===== src/rtl/hdlc_regif_pkg.sv =====
// Package: register offsets, select encoding and address decode shared by
// the HDLC frame register interface and its checker.
package hdlc_regif_pkg;

    localparam int unsigned REG_AW  = 12;
    localparam int unsigned WORD_W  = 32;
    localparam int unsigned LANES   = WORD_W / 8;
    localparam int unsigned CRC_BIT = 6;

    localparam logic [REG_AW-1:0] OFS_RX_WAIT = 12'h318;
    localparam logic [REG_AW-1:0] OFS_TX_CTRL = 12'h31C;
    localparam logic [REG_AW-1:0] OFS_TX_DATA = 12'h320;
    localparam logic [REG_AW-1:0] OFS_TX_WAIT = 12'h324;
    localparam logic [REG_AW-1:0] OFS_RX_STAT = 12'h328;

    typedef enum logic [2:0] {
        SEL_NONE,
        SEL_RX_WAIT,
        SEL_TX_CTRL,
        SEL_TX_DATA,
        SEL_TX_WAIT,
        SEL_RX_STAT
    } reg_sel_e;

    // Map a byte address onto a register select
    function automatic reg_sel_e decode_addr(input logic [REG_AW-1:0] a);
        case (a)
            OFS_RX_WAIT: decode_addr = SEL_RX_WAIT;
            OFS_TX_CTRL: decode_addr = SEL_TX_CTRL;
            OFS_TX_DATA: decode_addr = SEL_TX_DATA;
            OFS_TX_WAIT: decode_addr = SEL_TX_WAIT;
            OFS_RX_STAT: decode_addr = SEL_RX_STAT;
            default:     decode_addr = SEL_NONE;
        endcase
    endfunction

endpackage


===== src/rtl/regif_stall_timer.sv =====
// Counts consecutive cycles in which a bus access is stalled.
// Assumes: stall stays high only while one access is stalled.
// expired goes high once TIMEOUT stall cycles have passed.
module regif_stall_timer #(
    parameter int unsigned TIMEOUT = 16
) (
    input  logic clk,
    input  logic rst_n,
    input  logic stall,
    output logic expired
);
    localparam int unsigned CW = $clog2(TIMEOUT + 1);

    logic [CW-1:0] cnt_q;

    assign expired = (cnt_q == CW'(TIMEOUT));

    // Advance while stalled and not yet expired, otherwise restart
    always_ff @(posedge clk) begin
        if (!rst_n)                cnt_q <= '0;
        else if (stall && !expired) cnt_q <= cnt_q + CW'(1);
        else                       cnt_q <= '0;
    end
endmodule


===== src/rtl/tx_word_unpacker.sv =====
// Holds one transmit word and hands it to the framer one byte at a time,
// lowest byte first. Assumes load is raised only while idle is high.
// flush drops whatever is still pending and takes priority over load.
module tx_word_unpacker #(
    parameter int unsigned WORD_W = 32
) (
    input  logic                  clk,
    input  logic                  rst_n,
    input  logic                  load,
    input  logic [WORD_W-1:0]     load_word,
    input  logic [$clog2(WORD_W/8+1)-1:0] load_cnt,
    input  logic                  load_last,
    input  logic                  flush,
    output logic                  idle,
    output logic [7:0]            tx_byte,
    output logic                  tx_valid,
    output logic                  tx_last,
    input  logic                  tx_ready
);
    localparam int unsigned LANES = WORD_W / 8;
    localparam int unsigned CW    = $clog2(LANES + 1);

    logic [WORD_W-1:0] word_q;
    logic [CW-1:0]     left_q;
    logic              last_q;

    assign idle     = (left_q == '0);
    assign tx_valid = !idle;
    assign tx_byte  = word_q[7:0];
    assign tx_last  = last_q && (left_q == CW'(1));

    // Load, shift out on each handshake, or flush the pending bytes
    always_ff @(posedge clk) begin
        if (!rst_n) begin
            word_q <= '0;
            left_q <= '0;
            last_q <= 1'b0;
        end else if (flush) begin
            left_q <= '0;
            last_q <= 1'b0;
        end else if (load) begin
            word_q <= load_word;
            left_q <= load_cnt;
            last_q <= load_last;
        end else if (tx_valid && tx_ready) begin
            word_q <= word_q >> 8;
            left_q <= left_q - CW'(1);
        end
    end
endmodule


===== src/rtl/rx_word_packer.sv =====
// Gathers framer bytes into one word, first byte in the lowest lane.
// Assumes take is raised only while full is high. Stops taking bytes
// until the full word has been taken.
module rx_word_packer #(
    parameter int unsigned WORD_W = 32
) (
    input  logic              clk,
    input  logic              rst_n,
    input  logic [7:0]        rx_byte,
    input  logic              rx_valid,
    output logic              rx_ready,
    output logic              full,
    output logic [WORD_W-1:0] word,
    input  logic              take
);
    localparam int unsigned LANES = WORD_W / 8;
    localparam int unsigned CW    = $clog2(LANES + 1);
    localparam int unsigned IW    = $clog2(LANES);

    logic [WORD_W-1:0] word_q;
    logic [CW-1:0]     cnt_q;
    logic [IW-1:0]     lane;

    assign full     = (cnt_q == CW'(LANES));
    assign rx_ready = !full;
    assign word     = word_q;
    assign lane     = cnt_q[IW-1:0];

    // Drop each accepted byte into the next lane, or empty on take
    always_ff @(posedge clk) begin
        if (!rst_n) begin
            word_q <= '0;
            cnt_q  <= '0;
        end else if (take) begin
            cnt_q <= '0;
        end else if (rx_valid && rx_ready) begin
            word_q[8*int'(lane) +: 8] <= rx_byte;
            cnt_q <= cnt_q + CW'(1);
        end
    end
endmodule


===== src/rtl/hdlc_frame_regif.sv =====
// Register front end between a CPU bus and an HDLC framer's byte streams.
// Decodes the register offsets, holds the control and status bits, and
// raises wait-request for stalling accesses until the data path is ready
// or the stall timer runs out. Assumes the master holds address, data and
// request steady while bus_waitreq is high.
module hdlc_frame_regif
    import hdlc_regif_pkg::*;
#(
    parameter int unsigned TIMEOUT = 16
) (
    input  logic              clk,
    input  logic              rst_n,
    input  logic [REG_AW-1:0] bus_addr,
    input  logic              bus_read,
    input  logic              bus_write,
    input  logic [WORD_W-1:0] bus_wdata,
    output logic [WORD_W-1:0] bus_rdata,
    output logic              bus_waitreq,
    output logic              bus_err,
    output logic [7:0]        tx_byte,
    output logic              tx_valid,
    output logic              tx_last,
    input  logic              tx_ready,
    output logic              tx_abort,
    input  logic [7:0]        rx_byte,
    input  logic              rx_valid,
    output logic              rx_ready,
    input  logic              rx_crc_err
);
    localparam int unsigned CW = $clog2(LANES + 1);

    reg_sel_e          sel;
    logic              access, done_ok;
    logic              rx_wait_rd, tx_wait_wr, stall, expired;
    logic              tx_idle, tx_load, plain_abort, discard, abort_now;
    logic              ctrl_wr, stat_rd, rx_take, rx_full;
    logic [WORD_W-1:0] rx_word;
    logic [CW-1:0]     load_cnt;
    logic              eop_q, crc_q, abort_q;
    logic [1:0]        len_q;

    // Decode the access and work out stall, completion and side effects
    always_comb begin
        access      = bus_read || bus_write;
        sel         = access ? decode_addr(bus_addr) : SEL_NONE;
        rx_wait_rd  = bus_read  && (sel == SEL_RX_WAIT);
        tx_wait_wr  = bus_write && (sel == SEL_TX_WAIT);
        stall       = (rx_wait_rd && !rx_full) || (tx_wait_wr && !tx_idle);
        bus_waitreq = stall && !expired;
        bus_err     = stall && expired;
        done_ok     = access && !stall;
        tx_load     = done_ok && bus_write &&
                      ((sel == SEL_TX_WAIT) || ((sel == SEL_TX_DATA) && tx_idle));
        plain_abort = done_ok && bus_write && (sel == SEL_TX_DATA) && !tx_idle;
        ctrl_wr     = done_ok && bus_write && (sel == SEL_TX_CTRL);
        discard     = ctrl_wr && bus_wdata[1];
        abort_now   = plain_abort || discard;
        rx_take     = done_ok && rx_wait_rd;
        stat_rd     = done_ok && bus_read && (sel == SEL_RX_STAT);
        load_cnt    = eop_q ? (CW'(len_q) + CW'(1)) : CW'(LANES);
    end

    // Read data mux for the completing read
    always_comb begin
        bus_rdata = '0;
        if (bus_read) begin
            case (sel)
                SEL_RX_WAIT: bus_rdata = rx_word;
                SEL_TX_CTRL: bus_rdata = {{(WORD_W-4){1'b0}}, len_q, 1'b0, eop_q};
                SEL_RX_STAT: bus_rdata = WORD_W'(crc_q) << CRC_BIT;
                default:     bus_rdata = '0;
            endcase
        end
    end

    // Transmit control: end-of-frame bit and final-word byte count
    always_ff @(posedge clk) begin
        if (!rst_n) begin
            eop_q <= 1'b0;
            len_q <= 2'b00;
        end else begin
            if (ctrl_wr) len_q <= bus_wdata[3:2];
            if (abort_now)              eop_q <= 1'b0;
            else if (ctrl_wr)           eop_q <= bus_wdata[0];
            else if (tx_load && eop_q)  eop_q <= 1'b0;
        end
    end

    // Sticky CRC-error flag (a new event beats the clearing read) and abort strobe
    always_ff @(posedge clk) begin
        if (!rst_n) begin
            crc_q   <= 1'b0;
            abort_q <= 1'b0;
        end else begin
            abort_q <= abort_now;
            if (rx_crc_err)   crc_q <= 1'b1;
            else if (stat_rd) crc_q <= 1'b0;
        end
    end

    assign tx_abort = abort_q;

    regif_stall_timer #(.TIMEOUT(TIMEOUT)) u_timer (
        .clk     (clk),
        .rst_n   (rst_n),
        .stall   (stall),
        .expired (expired)
    );

    tx_word_unpacker #(.WORD_W(WORD_W)) u_tx (
        .clk       (clk),
        .rst_n     (rst_n),
        .load      (tx_load),
        .load_word (bus_wdata),
        .load_cnt  (load_cnt),
        .load_last (eop_q),
        .flush     (abort_now),
        .idle      (tx_idle),
        .tx_byte   (tx_byte),
        .tx_valid  (tx_valid),
        .tx_last   (tx_last),
        .tx_ready  (tx_ready)
    );

    rx_word_packer #(.WORD_W(WORD_W)) u_rx (
        .clk      (clk),
        .rst_n    (rst_n),
        .rx_byte  (rx_byte),
        .rx_valid (rx_valid),
        .rx_ready (rx_ready),
        .full     (rx_full),
        .word     (rx_word),
        .take     (rx_take)
    );
endmodule


===== config.mk =====
export PLATFORM = sky130hd
export DESIGN_NAME = hdlc_frame_regif
export DESIGN_NICKNAME = d
export VERILOG_FILES = /design/src/rtl/hdlc_regif_pkg.sv /design/src/rtl/regif_stall_timer.sv /design/src/rtl/tx_word_unpacker.sv /design/src/rtl/rx_word_packer.sv /design/src/rtl/hdlc_frame_regif.sv
export SDC_FILE = /design/constraint.sdc
export NUM_CORES = 1
export LEC_CHECK = 0
export ABC_AREA = 1
export ABC_CLOCK_PERIOD_IN_PS = 2800
export BUFFER_PORTS_ARGS = -buffer_cell sky130_fd_sc_hd__buf_2
export CORE_UTILIZATION = 54
export DETAILED_ROUTE_END_ITERATION = 10
export MAX_ROUTING_LAYER = met4
export PLACE_DENSITY = 0.82
export SYNTH_ARGS = -nofsm -noshare
export SYNTH_HDL_FRONTEND = slang
export SYNTH_SLANG_ARGS = --single-unit

===== constraint.sdc =====
create_clock -name clk -period 2.8 [get_ports clk]
set_input_delay 0.42 -clock clk [delete_from_list [all_inputs] [get_ports clk]]
set_output_delay 0.42 -clock clk [all_outputs]
set_load 0.05 [all_outputs]

## Word level (Yosys, flattened, before mapping)

Index checks and enable logic that the tools add are counted.

| cells by class | value |
|---|---|
| add/sub/neg operators | 5 |
| equal/unequal tests | 13 |
| shifts and indexed selects | 2 |
| muxes and demuxes | 14 |
| bitwise logic cells | 3 |
| reduce and logical (&&, ||, !) cells | 38 |

Operators with widths:

| cell | number |
|---|---|
| $mux 32 | 3 |
| $pmux 32 s3 | 1 |
| $eq 12x10->1 const B | 5 |
| $neg 5->33 | 1 |
| $shift 8x33->32 const A | 1 |
| $shiftx 8x33->32 | 1 |
| $bwmux 32 | 1 |
| $logic_and 1x1->1 | 21 |
| $pmux 3 s5 | 1 |
| $mux 3 | 4 |
| $eq 3x3->1 const B | 3 |
| $eq 3x1->1 const B | 2 |
| $eq 3x2->1 const B | 2 |
| $reduce_and 2->1 | 3 |
| $reduce_bool 2->1 | 3 |
| $add 5x1->5 const B | 1 |
| $eq 5x5->1 const B | 1 |
| $logic_not 1->1 | 4 |
| $logic_or 1x1->1 | 4 |
| $mux 1 | 4 |
| $reduce_or 2->1 | 2 |
| $add 2x1->3 const B | 1 |
| $add 3x1->3 const B | 1 |
| $logic_not 3->1 | 1 |
| other kinds (2) | 4 |

| storage, ports and cells | value |
|---|---|
| flip-flop bits (word level) | 81 |
| output and inout port bits | 46 |

## Longest topological paths before layout

Gate-level depths: netlist of the first run.

| logic depth | value |
|---|---|
| word-level depth | 15 |
| gate-level depth with buffers | 18 |
| mapped depth without buffers | 15 |

## Cells and area by module

From an unflattened synthesis of the first run, not the netlist that was laid out.

| unflattened totals | value |
|---|---|
| cell total of the unflattened synthesis | 811 |
| area total of the unflattened synthesis | 5084.9 µm² |

By module, submodules not included:

| module | instances | cells each | area an instance (µm²) | seq. area each (µm²) |
|---|---|---|---|---|
| tx_word_unpacker | 1 | 298 | 1993.2 | 720.7 |
| rx_word_packer | 1 | 300 | 1870.5 | 700.7 |
| hdlc_frame_regif | 1 | 181 | 967.2 | 100.1 |
| regif_stall_timer | 1 | 32 | 254.0 | 100.1 |

## Worst setup path after synthesis of the first run

OpenSTA, ideal clock, no wires.

| timing | value |
|---|---|
| path kind | register -> output |
| start | reg u_rx.cnt_q[0] |
| end | out bus_err |
| data arrival time | 3.388 ns |
| required time | 2.380 ns |
| slack | -1.008 ns |
| stages on the path, launching flop included | 9 |
| cell sequence | dfxtp_1 -> clkinv_1 -> ha_1 -> clkbuf_1 -> nand2_1 -> nand4_4 -> nand2_1 -> inv_2 -> nor4_1 |

| between the ends | value |
|---|---|
| longest elaborated chain between the ends | 5 |

RTL lines:

| what | line | text |
|---|---|---|
| start: declaration | rx_word_packer.sv:21 | `logic [CW-1:0] cnt_q;` |
| start signal: assignment | rx_word_packer.sv:38 | `cnt_q <= cnt_q + CW'(1);` |
| $eq 3x3->1 | rx_word_packer.sv:24 | `assign full = (cnt_q == CW'(LANES));` |
| $logic_not 1->1 | n/a |  |
| via rx_ready | hdlc_frame_regif.sv:27 | `output logic rx_ready,` |
| $logic_and 1x1->1 | hdlc_frame_regif.sv:48 | `stall = (rx_wait_rd && !rx_full) \|\| (tx_wait_wr && !tx_idle);` |
| $logic_or 1x1->1 | hdlc_frame_regif.sv:48 |  |
| $logic_and 1x1->1 | hdlc_frame_regif.sv:50 | `bus_err = stall && expired;` |
| end: declaration | hdlc_frame_regif.sv:19 | `output logic bus_err,` |

The timed path passes the listed nets, and every way through them passes these cells.

## Worst setup path in the final report of the first run

| timing | value |
|---|---|
| start | in bus_addr[6] |
| end | out bus_rdata[0] |

| between the ends | value |
|---|---|
| longest elaborated chain between the ends | 6 |
| elaborated cells on any way between the ends | 12 |
| classes of those cells | eq/ne (8); mux (4) |

RTL lines:

| what | line | text |
|---|---|---|
| start: declaration | hdlc_frame_regif.sv:13 | `input logic [REG_AW-1:0] bus_addr,` |
| $eq 12x10->1 | hdlc_regif_pkg.sv:27 | `case (a)` |
| $pmux 3 s5 * | hdlc_regif_pkg.sv:27 |  |
| $mux 3 * | hdlc_frame_regif.sv:45 | `sel = access ? decode_addr(bus_addr) : SEL_NONE;` |
| $eq 3x3->1 (tied with other cells) | hdlc_frame_regif.sv:67 | `case (sel)` |
| $pmux 32 s3 * | hdlc_frame_regif.sv:67 |  |
| $mux 32 * | hdlc_frame_regif.sv:66 | `if (bus_read) begin` |
| end: declaration | hdlc_frame_regif.sv:17 | `output logic [WORD_W-1:0] bus_rdata,` |

Mark *: on every way between the ends. The rest lies on a longest branch, timed or not.

==> results.cfg, run 1 <==
[outcome]
outcome = finished clean

[die]
io-pin-count = 105
rows = 33
core_um2 = 8180
dieArea_um2 = 8820
die_w_um = 93.9
start_util = 0.558
die_y_um = 93.9

[synth]
syn_area_um2 = 4560
synth_seq_area_share = 0.355
syn-num-nets = 758
async_flop_share = 0
ys_types = 38
yosys_warnings = 0
ys_ff_latch = 81
synth-main-ff-cell = dfxtp_1
synth_edf_count = 0
synth_area_per_cell_um2 = 6.64
syn_inst = 687

[finish]
drive_above_1_share = 0.215
fin_util = 0.650
final_nets = 846
antennaDiodeCount = 0
design_area_um2 = 5320
areaGrowthSynthToFinish_pct = 16.5

[timing]
fin_crit_ps = 2610
worst_slew_pin_slew_ps = 501
slew_headroom = 0.665
whs_ps = 294
post-route-period-util = 0.932
hold_viol_final = 0
max_freq_mhz = 383
layout_setup_ws_ps = 191
setup_viol = 0
finalMaxSlewViolations = 0
fin_worst_skew_ps = 9.83
setup_tns_ps = 0
rsz0062_at_grt = no

[placed_design]
gp_congestion = 0.917
dpl-instance-area_um2 = 5100
port_buffers = 104
post-place-ws_ps = 247
dp_hpwl_mm = 7.38

[pwr]
p_leak_nw = 2.60
p_per_area_nw_per_um2 = 600
irDropWorstVdd_uv = 325

[grt]
grt_pass1_wl_mm = 16.7
antenna_found_initial = 0
grt_max_degree = 57
grt.overflow.total = 0
track_usage = 0.243
grt_pass1_vias = 3935

[clock_tree]
cts_made_buffers = 9
clock_latency_ps = 350
cts_setup_buffers = 0
cts_buffer_depth = 2
cts.sinks = 81
path_clk_slew_ps = 70
cts_tree = built
post_cts_resized = 0
htreeDepth = 3
cts.hold.buffers_added = 0
clock-root-buffer = clkbuf_8

[routing]
drtAntennaViolNets = 0
vias = 4439
wl_mm = 10.2
wl_per_cell_um = 11.5
drtIter0Drc = 158
route.detailed.vias_per_inst = 5.02
remaining_drc_errors = 0
first_pass_iters = 5

[critical_path]
crit_chain = buf_2, inv_1, nand2_2, nor2_2, nand3_1, nand2_4, nand2_2, nor2_4, o21ai_0, a21oi_1, buf_2
startpoint_type = input pin
path_delay_family = simple AND/OR/NAND/NOR gates
cp-end-kind = primary output
worstPathArrival_ps = 2190
cp_num_buf_inv = 3
crit_fanout = 6
critPathKind = input pin to primary output
slowest_delay_ps = 300
cp_slowest_cell = buf_2
crit_required_ps = 2380

[run]
max_cap_violations = 0

[worst_hold_path]
hold_path_class = input pin to flop
==> per-layer routing <==
| metal | vias to the layer above | part of all wire | track usage |
|---|---|---|---|
| met2 | 126 | 0.48 | 0.402 |
| met3 | 19 | 0.051 | 0.0437 |
| met5 | - | 0 | - |
| li1 | 2311 | - | - |
| met4 | 0 | 0.016 | 0.0872 |
| met1 | 1983 | 0.45 | 0.297 |
==> logic make-up (layout without fill, tap and decap cells) <==
logic type / count (synthesis) / in the layout / synth area share
AND/OR/NAND/NOR: 359 / 359 / 0.352
buffers and inverters: 133 / 226 / 0.128
AO/OA/AOI/OAI: 97 / 97 / 0.122
flip-flops: 81 / 81 / 0.355
adder cells (fa/ha/maj): 12 / 12 / 0.0329
XOR/XNOR: 5 / 5 / 0.00960
==> cells in the mapped netlist (2+ instances only) <==
cell type | instances | area, um^2
nor2_2 | 6 | 37.5
nand3_2 | 4 | 40.0
clkbuf_1 | 14 | 52.6
nor3_1 | 11 | 55.1
nor2_1 | 111 | 417
a211oi_1 | 20 | 150
inv_2 | 5 | 18.8
a21oi_1 | 46 | 230
buf_2 | 6 | 30.0
nor2_4 | 2 | 22.5
clkinv_1 | 4 | 15.0
nand2_4 | 4 | 45.0
nand2_2 | 6 | 37.5
buf_6 | 6 | 67.6
nand4_4 | 2 | 42.5
buf_1 | 2 | 7.51
nand4_1 | 3 | 18.8
nand2_1 | 179 | 672
ha_1 | 12 | 150
o21ai_0 | 21 | 105
dfxtp_1 | 81 | 1620
buf_4 | 8 | 60.1
nor3b_1 | 2 | 15.0
nand3_1 | 22 | 110
nor2_8 | 2 | 40.0
inv_1 | 87 | 327
a31oi_1 | 7 | 43.8
xor2_1 | 4 | 35.0
==> cells in the final DEF, fill, tap and decap left out, drive strengths merged <==
| cell type | count |
|---|---|
| a31oi | 7 |
| clkinvlp | 1 |
| ha | 12 |
| bufinv | 2 |
| a21oi | 47 |
| nand4 | 6 |
| a211o | 1 |
| nand3b | 1 |
| xnor2 | 1 |
| clkbuf | 10 |
| o21ai | 21 |
| dfxtp | 81 |
| nor4 | 2 |
| inv | 94 |
| nor2 | 121 |
| a211oi | 20 |
| xor2 | 4 |
| nand3 | 26 |
| nor3b | 2 |
| a21boi | 1 |
| buf | 113 |
| nor3 | 12 |
| nand2 | 189 |
| clkinv | 6 |
==> worst register-to-register path: cells and delay by family (launching register included) <==
kind	cells	cell delay, ps
AND/OR/NAND/NOR	1	440
AO/OA/AOI/OAI	2	370
flip-flops	1	430
buffers and inverters	3	640
adder cells (fa/ha/maj)	1	490
==> where the power goes <==
group / internal (mW) / switching (mW)
logic: 0.289 / 0.615
registers: 1.29 / 0.0645
clock network: 0.506 / 0.425
==> path summary, 6_finish.rpt <==
| kind | to | cells after the start | start | slack (ps) |
|---|---|---|---|---|
| max reg2reg | u_rx.word[23] | 7 | u_rx.cnt_q[0] | 350 |
| min reg2reg | u_rx.word[13] | 2 | u_rx.word[13] | 460 |
| max | bus_rdata[0] | 11 | bus_addr[6] | 190 |
| min | crc_q | 3 | rx_crc_err | 290 |
==> per-stage QoR <==
step | total power, mW | cells
finish | 3.19 | 885
CTS | 3.21 | 885
global placement | 2.25 | 869
floorplan | 2.15 | 687
detailed placement | 2.28 | 869
global route | 3.40 | 885
==> sequential cells by signal, indices dropped and copies added (netlist names) <==
signal,cells
tx_abort,1
u_rx.cnt_q,3
u_rx.word,32
u_tx.last_q,1
eop_q,1
u_tx.left_q,3
u_tx.word_q,32
u_timer.cnt_q,5
crc_q,1
len_q,2
==> cell type report <==
cell class | instances | area (um^2)
sequential | 81 | 1620
fill | 741 | 2860
timing repair buffer | 113 | 601
multi-input combinational | 473 | 2380
clock inverter | 6 | 90.1
inverter | 97 | 367
clock buffer | 10 | 128
tap | 105 | 131
No activity file was read; power rests on OpenSTA's default activity.
==> run 2, diff against run 1 <==
--- a/config.mk
+++ b/config.mk
@@ -11,7 +11,7 @@
 export CORE_UTILIZATION = 54
 export DETAILED_ROUTE_END_ITERATION = 10
 export MAX_ROUTING_LAYER = met4
-export PLACE_DENSITY = 0.82
+export PLACE_DENSITY_LB_ADDON = 0.12
 export SYNTH_ARGS = -nofsm -noshare
 export SYNTH_HDL_FRONTEND = slang
 export SYNTH_SLANG_ARGS = --single-unit
==> results.cfg, run 2 (same netlist as run 1, synthesis figures left out) <==
[die]
rows = 33
dieArea_um2 = 8820
io-pin-count = 105
die_y_um = 93.9
die_w_um = 93.9
start_util = 0.558
core_um2 = 8180

[grt]
grt_pass1_wl_mm = 16.5
grt_max_degree = 57
grt.overflow.total = 0
grt_pass1_vias = 3769
antenna_found_initial = 0
track_usage = 0.240

[routing]
drtIter0Drc = 214
route.detailed.vias_per_inst = 4.94
wl_mm = 10.2
vias = 4381
remaining_drc_errors = 0
drtAntennaViolNets = 0
wl_per_cell_um = 11.5
first_pass_iters = 5

[finish]
layout.cells.non_filler = 886
layout_common_cells = nand2_1 (178), nor2_1 (110), buf_2 (104)
drive_above_1_share = 0.216
areaGrowthSynthToFinish_pct = 16.0
final_nets = 847
antennaDiodeCount = 0
final_common_cell = nand2_1

[critical_path]
cp_slowest_cell = dfxtp_2
critPathKind = flop to primary output
cp_num_buf_inv = 3
path_delay_family = simple AND/OR/NAND/NOR gates
crit_chain = clkinv_1, ha_1, nand2_2, nand4_4, nand2_1, inv_2, nor4_4, buf_2
startpoint_type = flop
slowest_delay_ps = 440
crit_fanout = 10
crit_required_ps = 2380
worstPathArrival_ps = 2190
cp-end-kind = primary output

[pwr]
p_per_area_nw_per_um2 = 581
intPower_mw = 1.96
pwr-share-comb = 0.293
switching_share = 0.363
p_switching_mw = 1.12
p_clk_frac = 0.267
p_leak_nw = 2.59
irDropWorstVdd_uv = 280
power_frac_seq = 0.441

[clock_tree]
path_clk_slew_ps = 90
cts.hold.buffers_added = 0
clock_latency_ps = 350
cts_buffer_depth = 2
cts_tree = built
htreeDepth = 3
clock-root-buffer = clkbuf_8
cts_made_buffers = 9
cts.sinks = 81

[placed_design]
gp_congestion = 0.889
port_buffers = 104
dp_hpwl_mm = 7.37
post-place-ws_ps = 247
dp_cells = 870

[worst_hold_path]
hold_path_class = input pin to flop

[timing]
hold_viol_final = 0
max_freq_mhz = 384
post-route-period-util = 0.930
finalMaxSlewViolations = 0
whs_ps = 316
layout_setup_ws_ps = 195
worst_slew_pin_slew_ps = 528
rsz0062_at_grt = no
slew_headroom = 0.648
fin_worst_skew_ps = 18.9
fin_crit_ps = 2610
setup_viol = 0

[run]
max_cap_violations = 0

[outcome]
outcome = finished clean
run 2: worst register-to-register path, stage by stage, from the launching register on:
cell and delay (ps):
dfxtp_2 440, clkinv_1 130, buf_4 180, ha_1 470
clkinv_1 180, nor2_1 380, a31oi_1 150, a211oi_1 200
run 2: power groups by stage:
stage | Combinational (mW) | Sequential (mW) | Clock [mW]
4_1_cts | 0.905 | 1.35 | 0.834
6_report | 0.901 | 1.35 | 0.820
5_1_grt | 1.04 | 1.37 | 0.873
3_5_place_dp | 0.900 | 1.38 | 0
3_3_place_gp | 0.889 | 1.38 | 0
2_1_floorplan | 0.785 | 1.36 | 0
run 2: per-stage QoR:
step / setup TNS [ps] / cell area (um^2) / utilization / total power, mW
floorplan: -1010 / 4580 / - / 2.15
global placement: 0 / 5100 / 0.624 / 2.26
detailed placement: 0 / 5100 / 0.624 / 2.28
CTS: 0 / 5290 / 0.647 / 3.09
global route: 0 / 5290 / 0.648 / 3.28
finish: 0 / 5290 / 0.648 / 3.08
run 2: cell type report:
type | count | area [um^2]
clock buffers | 12 | 155
clock inverters | 4 | 33.8
fillers | 777 | 2880
inverters | 97 | 367
multi-input cells | 473 | 2380
flip-flops and latches | 81 | 1620
well taps | 105 | 131
repair buffers | 114 | 608
run 2: path summary, 6_finish.rpt:
path / start / endpoint / slack, ps / depth (start not counted)
setup / recovery: u_rx.cnt_q[0] / bus_err / 190 / 8
hold / removal: bus_wdata[25] / u_tx.word_q[25] / 320 / 3
setup reg to reg: u_rx.cnt_q[0] / u_rx.word[20] / 590 / 7
hold reg to reg: u_rx.word[4] / u_rx.word[4] / 460 / 2
run 2: routing by layer:
metal	vias up	track usage	share of wire
met5	-	-	0
met4	0	0.0744	0.0088
met3	12	0.0396	0.042
met2	102	0.409	0.49
met1	1959	0.290	0.46
li1	2308	-	-
run 2: repair_timing:
item                                    CTS  global route
endpoints found under the setup margin    0             2
endpoints found under the hold margin     0             0
gates resized for setup                   0             1
setup buffers                             0             0
